File: src/rtl/ser_word_tx_pkg.sv
package ser_word_tx_pkg;

    localparam int unsigned WORD_W_DEF = 16;
    localparam int unsigned DIV_W_DEF  = 16;

    typedef enum logic [0:0] {
        TX_IDLE = 1'b0,
        TX_SEND = 1'b1
    } tx_state_e;

    // per-cycle control decisions made by the sequencer
    typedef struct packed {
        logic start;   // first load from idle
        logic reload;  // back-to-back load at a word boundary
        logic shift;   // advance to next bit
        logic stop;    // word boundary with enable low
    } tx_ctl_t;

    function automatic tx_state_e next_state(input tx_state_e cur, input tx_ctl_t c);
        tx_state_e n;
        n = cur;
        if (c.start) n = TX_SEND;
        else if (c.stop) n = TX_IDLE;
        return n;
    endfunction

endpackage

File: src/rtl/swt_baud_gen.sv
module swt_baud_gen #(
    parameter int unsigned DIV_W = 16
) (
    input  logic             clk,
    input  logic             rst,
    input  logic             run,
    input  logic [DIV_W-1:0] div,
    output logic             tick
);
    logic [DIV_W-1:0] cnt;

    always_ff @(posedge clk) begin
        if (rst || !run) begin
            cnt <= '0;
        end else if (cnt >= div) begin
            cnt <= '0;
        end else begin
            cnt <= cnt + 1'b1;
        end
    end

    assign tick = run && (cnt >= div);
endmodule

File: src/rtl/swt_hold_reg.sv
module swt_hold_reg #(
    parameter int unsigned WORD_W = 16
) (
    input  logic              clk,
    input  logic              rst,
    input  logic              wr_en,
    input  logic [WORD_W-1:0] wr_data,
    output logic [WORD_W-1:0] word,
    output logic              valid
);
    always_ff @(posedge clk) begin
        if (rst) begin
            word  <= '0;
            valid <= 1'b0;
        end else if (wr_en) begin
            word  <= wr_data;
            valid <= 1'b1;
        end
    end
endmodule

File: src/rtl/swt_shifter.sv
module swt_shifter #(
    parameter int unsigned WORD_W = 16
) (
    input  logic              clk,
    input  logic              rst,
    input  logic              load,
    input  logic              shift,
    input  logic [WORD_W-1:0] load_word,
    output logic              msb,
    output logic              last_bit
);
    localparam int unsigned CNT_W = (WORD_W > 1) ? $clog2(WORD_W) : 1;
    localparam logic [CNT_W-1:0] LAST = CNT_W'(WORD_W - 1);

    logic [WORD_W-1:0] sreg;
    logic [CNT_W-1:0]  bit_idx;

    always_ff @(posedge clk) begin
        if (rst) begin
            sreg    <= '0;
            bit_idx <= '0;
        end else if (load) begin
            sreg    <= load_word;
            bit_idx <= '0;
        end else if (shift) begin
            sreg    <= {sreg[WORD_W-2:0], 1'b0};
            bit_idx <= bit_idx + 1'b1;
        end
    end

    assign msb      = sreg[WORD_W-1];
    assign last_bit = (bit_idx == LAST);
endmodule

File: src/rtl/swt_req_flag.sv
module swt_req_flag (
    input  logic clk,
    input  logic rst,
    input  logic load,
    input  logic wr_en,
    output logic irq_pulse,
    output logic irq_flag
);
    always_ff @(posedge clk) begin
        if (rst) begin
            irq_pulse <= 1'b0;
            irq_flag  <= 1'b0;
        end else begin
            irq_pulse <= load;
            if (load)       irq_flag <= 1'b1;
            else if (wr_en) irq_flag <= 1'b0;
        end
    end
endmodule

File: src/rtl/ser_word_tx.sv
module ser_word_tx
    import ser_word_tx_pkg::*;
#(
    parameter int unsigned WORD_W = WORD_W_DEF,
    parameter int unsigned DIV_W  = DIV_W_DEF
) (
    input  logic              clk,
    input  logic              rst,
    input  logic              tx_en,
    input  logic [DIV_W-1:0]  baud_div,
    input  logic              wr_en,
    input  logic [WORD_W-1:0] wr_data,
    output logic              ser_out,
    output logic              busy,
    output logic              irq_pulse,
    output logic              irq_flag
);
    tx_state_e         state;
    tx_ctl_t           ctl;
    logic              baud_tick;
    logic              hold_valid;
    logic [WORD_W-1:0] hold_word;
    logic              sh_msb;
    logic              sh_last;
    logic              sending;

    assign sending = (state == TX_SEND);

    always_comb begin
        ctl        = '0;
        ctl.start  = !sending && tx_en && hold_valid;
        ctl.reload = sending && baud_tick && sh_last && tx_en;
        ctl.stop   = sending && baud_tick && sh_last && !tx_en;
        ctl.shift  = sending && baud_tick && !sh_last;
    end

    always_ff @(posedge clk) begin
        if (rst) state <= TX_IDLE;
        else     state <= next_state(state, ctl);
    end

    swt_baud_gen #(.DIV_W(DIV_W)) u_baud (
        .clk  (clk),
        .rst  (rst),
        .run  (sending),
        .div  (baud_div),
        .tick (baud_tick)
    );

    swt_hold_reg #(.WORD_W(WORD_W)) u_hold (
        .clk     (clk),
        .rst     (rst),
        .wr_en   (wr_en),
        .wr_data (wr_data),
        .word    (hold_word),
        .valid   (hold_valid)
    );

    swt_shifter #(.WORD_W(WORD_W)) u_shift (
        .clk       (clk),
        .rst       (rst),
        .load      (ctl.start || ctl.reload),
        .shift     (ctl.shift),
        .load_word (hold_word),
        .msb       (sh_msb),
        .last_bit  (sh_last)
    );

    swt_req_flag u_req (
        .clk       (clk),
        .rst       (rst),
        .load      (ctl.start || ctl.reload),
        .wr_en     (wr_en),
        .irq_pulse (irq_pulse),
        .irq_flag  (irq_flag)
    );

    assign ser_out = sending && sh_msb;
    assign busy    = sending;
endmodule

File: config.mk
export PLATFORM = sky130hd
export DESIGN_NAME = ser_word_tx
export DESIGN_NICKNAME = d
export VERILOG_FILES = /design/src/rtl/ser_word_tx_pkg.sv /design/src/rtl/swt_baud_gen.sv /design/src/rtl/swt_hold_reg.sv /design/src/rtl/swt_shifter.sv /design/src/rtl/swt_req_flag.sv /design/src/rtl/ser_word_tx.sv
export SDC_FILE = /design/constraint.sdc
export NUM_CORES = 1
export LEC_CHECK = 0
export ABC_AREA = 1
export BUFFER_PORTS_ARGS = -buffer_cell sky130_fd_sc_hd__buf_2
export CAP_MARGIN = 20
export CORE_ASPECT_RATIO = 1.5
export CORE_MARGIN = 5
export CORE_UTILIZATION = 52
export DETAILED_ROUTE_END_ITERATION = 6
export GPL_TIMING_DRIVEN = 0
export PLACE_DENSITY = 0.82
export SYNTH_ARGS = -nofsm -noshare
export SYNTH_HDL_FRONTEND = slang
export SYNTH_SLANG_ARGS = --single-unit
File: constraint.sdc
create_clock -name clk -period 2 [get_ports clk]
set_input_delay 0.6 -clock clk [delete_from_list [all_inputs] [get_ports clk]]
set_output_delay 0.6 -clock clk [all_outputs]
set_load 0.01 [all_outputs]
==> impl_metrics.yaml <==
synth:
  synth-adder-area-share_pct: 7.64
  yosys_register_bits: 56
  syn_area_per_cell_sq_um: 7.50
  synth-seq-area-share_pct: 38.0
  synth_cell_type_count: 30
  synth-simple-area-share_pct: 29.7
  synth-xor-area-share_pct: 2.38
  ys.warnings.count: 0
  asyncSetResetFlopFracSynth_pct: 0
  post-synth-top-count-cell: "nand2_1"
  post_synth_most_frequent_cells: "67 x nand2_1, 57 x inv_1, 56 x dfxtp_1, 39 x a21oi_1, 37 x nand4_1"
  netlist_area_before_placement_sq_mm: 0.00295
  main_combinational_cell_family_by_area_after_synthesis: "simple AND/OR/NAND/NOR gates"
  post_synth_mux_area_share_pct: 0
  synth_largest_type_area_fraction_pct: 38.0
  mappedNetlistNets: 447
  synth_area_leaders: "dfxtp_1 38%, nand2_1 8.5%, nand4_1 7.9%, ha_1 7.6%, inv_1 7.3%"
  syn-instance-count: 393
  synthFlopType: "dfxtp_1"
  synth_compound_gate_area_share_pct: 11.0
  synth_edf_count: 0
  synth_largest_area_cell: "dfxtp_1"
die:
  floorplan.die.width_um: 71.5
  initial_utilization_pct: 53.7
  top_level_i_o_count: 40
  design.die.area_sq_mm: 0.00731
  placementRows: 33
  floorplan.core_area_sq_mm: 0.00549
  die_h_um: 102
finish:
  antennaDiodeCount: 0
  layoutNonFillerInstCount: 518
  fraction_of_final_layout_cells_sized_beyond_drive_strength_1_pct: 31.9
  nNetsFinal: 501
  synthToLayoutAreaGrowth_pct: 27.0
power:
  power-per-cell-area_mw_per_mm2: 593
  power.combinational.fraction_pct: 12.8
  net_sw_share_pct: 25.3
  vdd_drop_max_uv: 609
  power_frac_seq_pct: 53.3
  cell_internal_pwr_mw: 1.66
  pleak_nw: 1.63
  p_clk_share_pct: 33.9
  switching_power_mw: 0.561
  report.power.total_mw: 2.22
global_routing:
  grt_max_degree: 19
  track_usage_pct: 18.4
  grt_first_pass_wirelength_mm: 11.0
  grt_overflow_total: 0
  grt_pass1_vias: 2694
  antenna_found_initial: 0
flow_run:
  cap_violations: 0
place:
  finalWeightedCongestion: 0.857
  place.detailed.instances: 501
  dp_hpwl_mm: 4.91
  place.port_buffers: 38
clock_tree:
  cts.sink_count: 56
  cts_max_level: 2
  cts-root-buf: "clkbuf_8"
  clk_latency_ns: 0.31
  clock_tree_from_tritoncts: "yes"
  ctsHoldBuffers: 0
  clock_tree.buffer_depth: 2
  cts-buffers-inserted: 5
  clkSlewWorstSetupHoldPaths_ns: 0.10
routing:
  post_route_drc: 0
  routed-via-count: 2750
  route.detailed.vias_per_inst: 5.31
  firstDrtPassIters: 4
  wl_per_cell_um: 12.8
  final_antenna_net_count: 0
  finalWirelength_mm: 6.61
  detailedRoute.firstIterationViolations: 106
hold_path:
  hold_depth: 2
  min_delay_worst_endpoint: "u_shift.sreg[0]$_SDFFE_PP0P_"
  hold_path.startpoint: "u_hold.word[0]$_SDFFE_PP0P_"
  worst_hold_path_type: "register to register"
setup_path:
  endpoint_kind: "register"
  worstPathArrival_ns: 2.18
  crit_path_start_kind: "input pin"
  reg2reg_slack_ns: 0.02
  critical_path.reg2reg.endpoint: "u_shift.sreg[11]$_SDFFE_PP0P_"
  rr_startpoint: "u_baud.cnt[0]$_SDFF_PP0_"
  timing_worst_setup_path_type: "input pin to register"
  reg2regPathDepth: 16
  cp.required_ns: 2.19
  critical_path_peak_fanout: 7
sta:
  setup_violations: 0
  report.final.slew_viol_count: 0
  slew-limit-headroom_pct: 63.8
  rsz0062_at_grt: "yes"
  worst_slew_pin_slew_ns: 0.543
  final_cycle_utilization_of_the_critical_path_pct: 99.5
  timing.final.hold_violations: 0
  layout_min_cycle_time_ns: 1.99
  fin_worst_skew_ns: 0.00880
  max_freq_ghz: 0.502
status:
  status: "complete, no violations"
cell type report:
type / instances / area, sq um
clock buffers: 5 / 68.8
plain buffers: 21 / 136
flip-flops and latches: 56 / 1140
inverters: 57 / 231
repair buffers: 47 / 282
fillers: 453 / 1750
multi-input cells: 259 / 1750
clock inverters: 3 / 46.3
well taps: 70 / 87.6
layout by cell type (no fill, tap or decap), types with 3 or more instances in the layout:
| cell type | instances |
|---|---|
| a21oi_1 | 32 |
| a21oi_2 | 8 |
| buf_2 | 37 |
| buf_4 | 9 |
| buf_6 | 7 |
| clkbuf_1 | 10 |
| clkbuf_8 | 5 |
| dfxtp_1 | 47 |
| dfxtp_2 | 6 |
| dfxtp_4 | 3 |
| ha_1 | 10 |
| ha_4 | 8 |
| inv_1 | 49 |
| inv_2 | 5 |
| nand2_1 | 41 |
| nand2_2 | 22 |
| nand2_4 | 8 |
| nand3_1 | 19 |
| nand4_1 | 37 |
| nor2_1 | 19 |
| nor2_2 | 4 |
| nor2_4 | 3 |
| nor3_1 | 3 |
| nor3_2 | 3 |
| nor3b_1 | 4 |
| o21ai_0 | 17 |
| o21ai_1 | 3 |
| xor2_1 | 6 |
through the flow:
stage / utilization [%] / hold WS (ns) / cell area (sq um) / setup slack [ns] / setup TNS [ns]
floorplan: - / 0.421 / 3060 / -0.00975 / -0.0290
global placement: 60.8 / 0.436 / 3340 / -0.405 / -11.21
detailed placement: 60.8 / 0.440 / 3340 / -0.433 / -11.89
CTS: 63.6 / 0.451 / 3490 / 0.00402 / 0
global route: 68.1 / 0.474 / 3740 / -0.0703 / -0.790
finish: 68.1 / 0.455 / 3740 / 0.00940 / 0
worst max-delay path, cell delays in order:
cell and delay, ns:
buf_2 0.10, inv_4 0.03, ha_4 0.25, nand2_2 0.04, nor2_1 0.08, nor2_1 0.05
nand2_1 0.07, nand2_1 0.07, nand2_2 0.10, nand2_4 0.07, nand2_8 0.11, nand4_4 0.12
nand2_4 0.16, buf_6 0.15, nand2_2 0.05, nand2_1 0.07, a21oi_1 0.06
worst max-delay path by stage:
stage,from,end,cells past startpoint,slack [ns]
6_report,baud_div[2],u_shift.sreg[11]$_SDFFE_PP0P_,17,0.009
5_1_grt,u_baud.cnt[0]$_SDFF_PP0_,u_shift.sreg[6]$_SDFFE_PP0P_,16,-0.07
4_1_cts,baud_div[3],u_shift.sreg[12]$_SDFFE_PP0P_,17,0.004
3_5_place_dp,baud_div[3],u_shift.sreg[12]$_SDFFE_PP0P_,17,-0.43
3_3_place_gp,baud_div[3],u_shift.sreg[14]$_SDFFE_PP0P_,17,-0.41
2_1_floorplan,baud_div[3],u_shift.sreg[6]$_SDFFE_PP0P_,16,-0.01
power by group through the flow:
stage | Clock, mW | Combinational, mW | Sequential [mW]
2_1_floorplan | 0 | 0.154 | 1.21
3_3_place_gp | 0 | 0.223 | 1.21
3_5_place_dp | 0 | 0.233 | 1.21
4_1_cts | 0.769 | 0.240 | 1.18
5_1_grt | 0.823 | 0.316 | 1.19
6_report | 0.753 | 0.283 | 1.18
per-layer routing:
| layer | share of wire [%] | GRT usage, % |
|---|---|---|
| met5 | 0 | 0 |
| met4 | 0.98 | 6.22 |
| met3 | 3.6 | 3.05 |
| met2 | 56 | 37.3 |
| met1 | 39 | 18.3 |
cells by family after synthesis:
family / after synthesis
AOI/OAI and AO/OA: 63
buffers and inverters: 78
xor gates and xnor gates: 8
adders and majority gates: 18
DFF: 56
and+or+nand+nor: 170
state kept, by name, indices dropped and copies added, names as in the netlist:
name,cells
busy,1
u_baud.cnt,16
u_hold.valid,1
u_hold.word,16
u_req.irq_flag,1
u_req.irq_pulse,1
u_shift.bit_idx,4
u_shift.sreg,16
repair_timing:
action,4_1_cts,5_1_grt
setup buffers,4,4
resized for setup,6,66
endpoints found under the setup margin,17,40
gates cloned,0,1
pin swaps,1,15
endpoints found under the hold margin,0,0
Power figures use the tool's default switching activity.
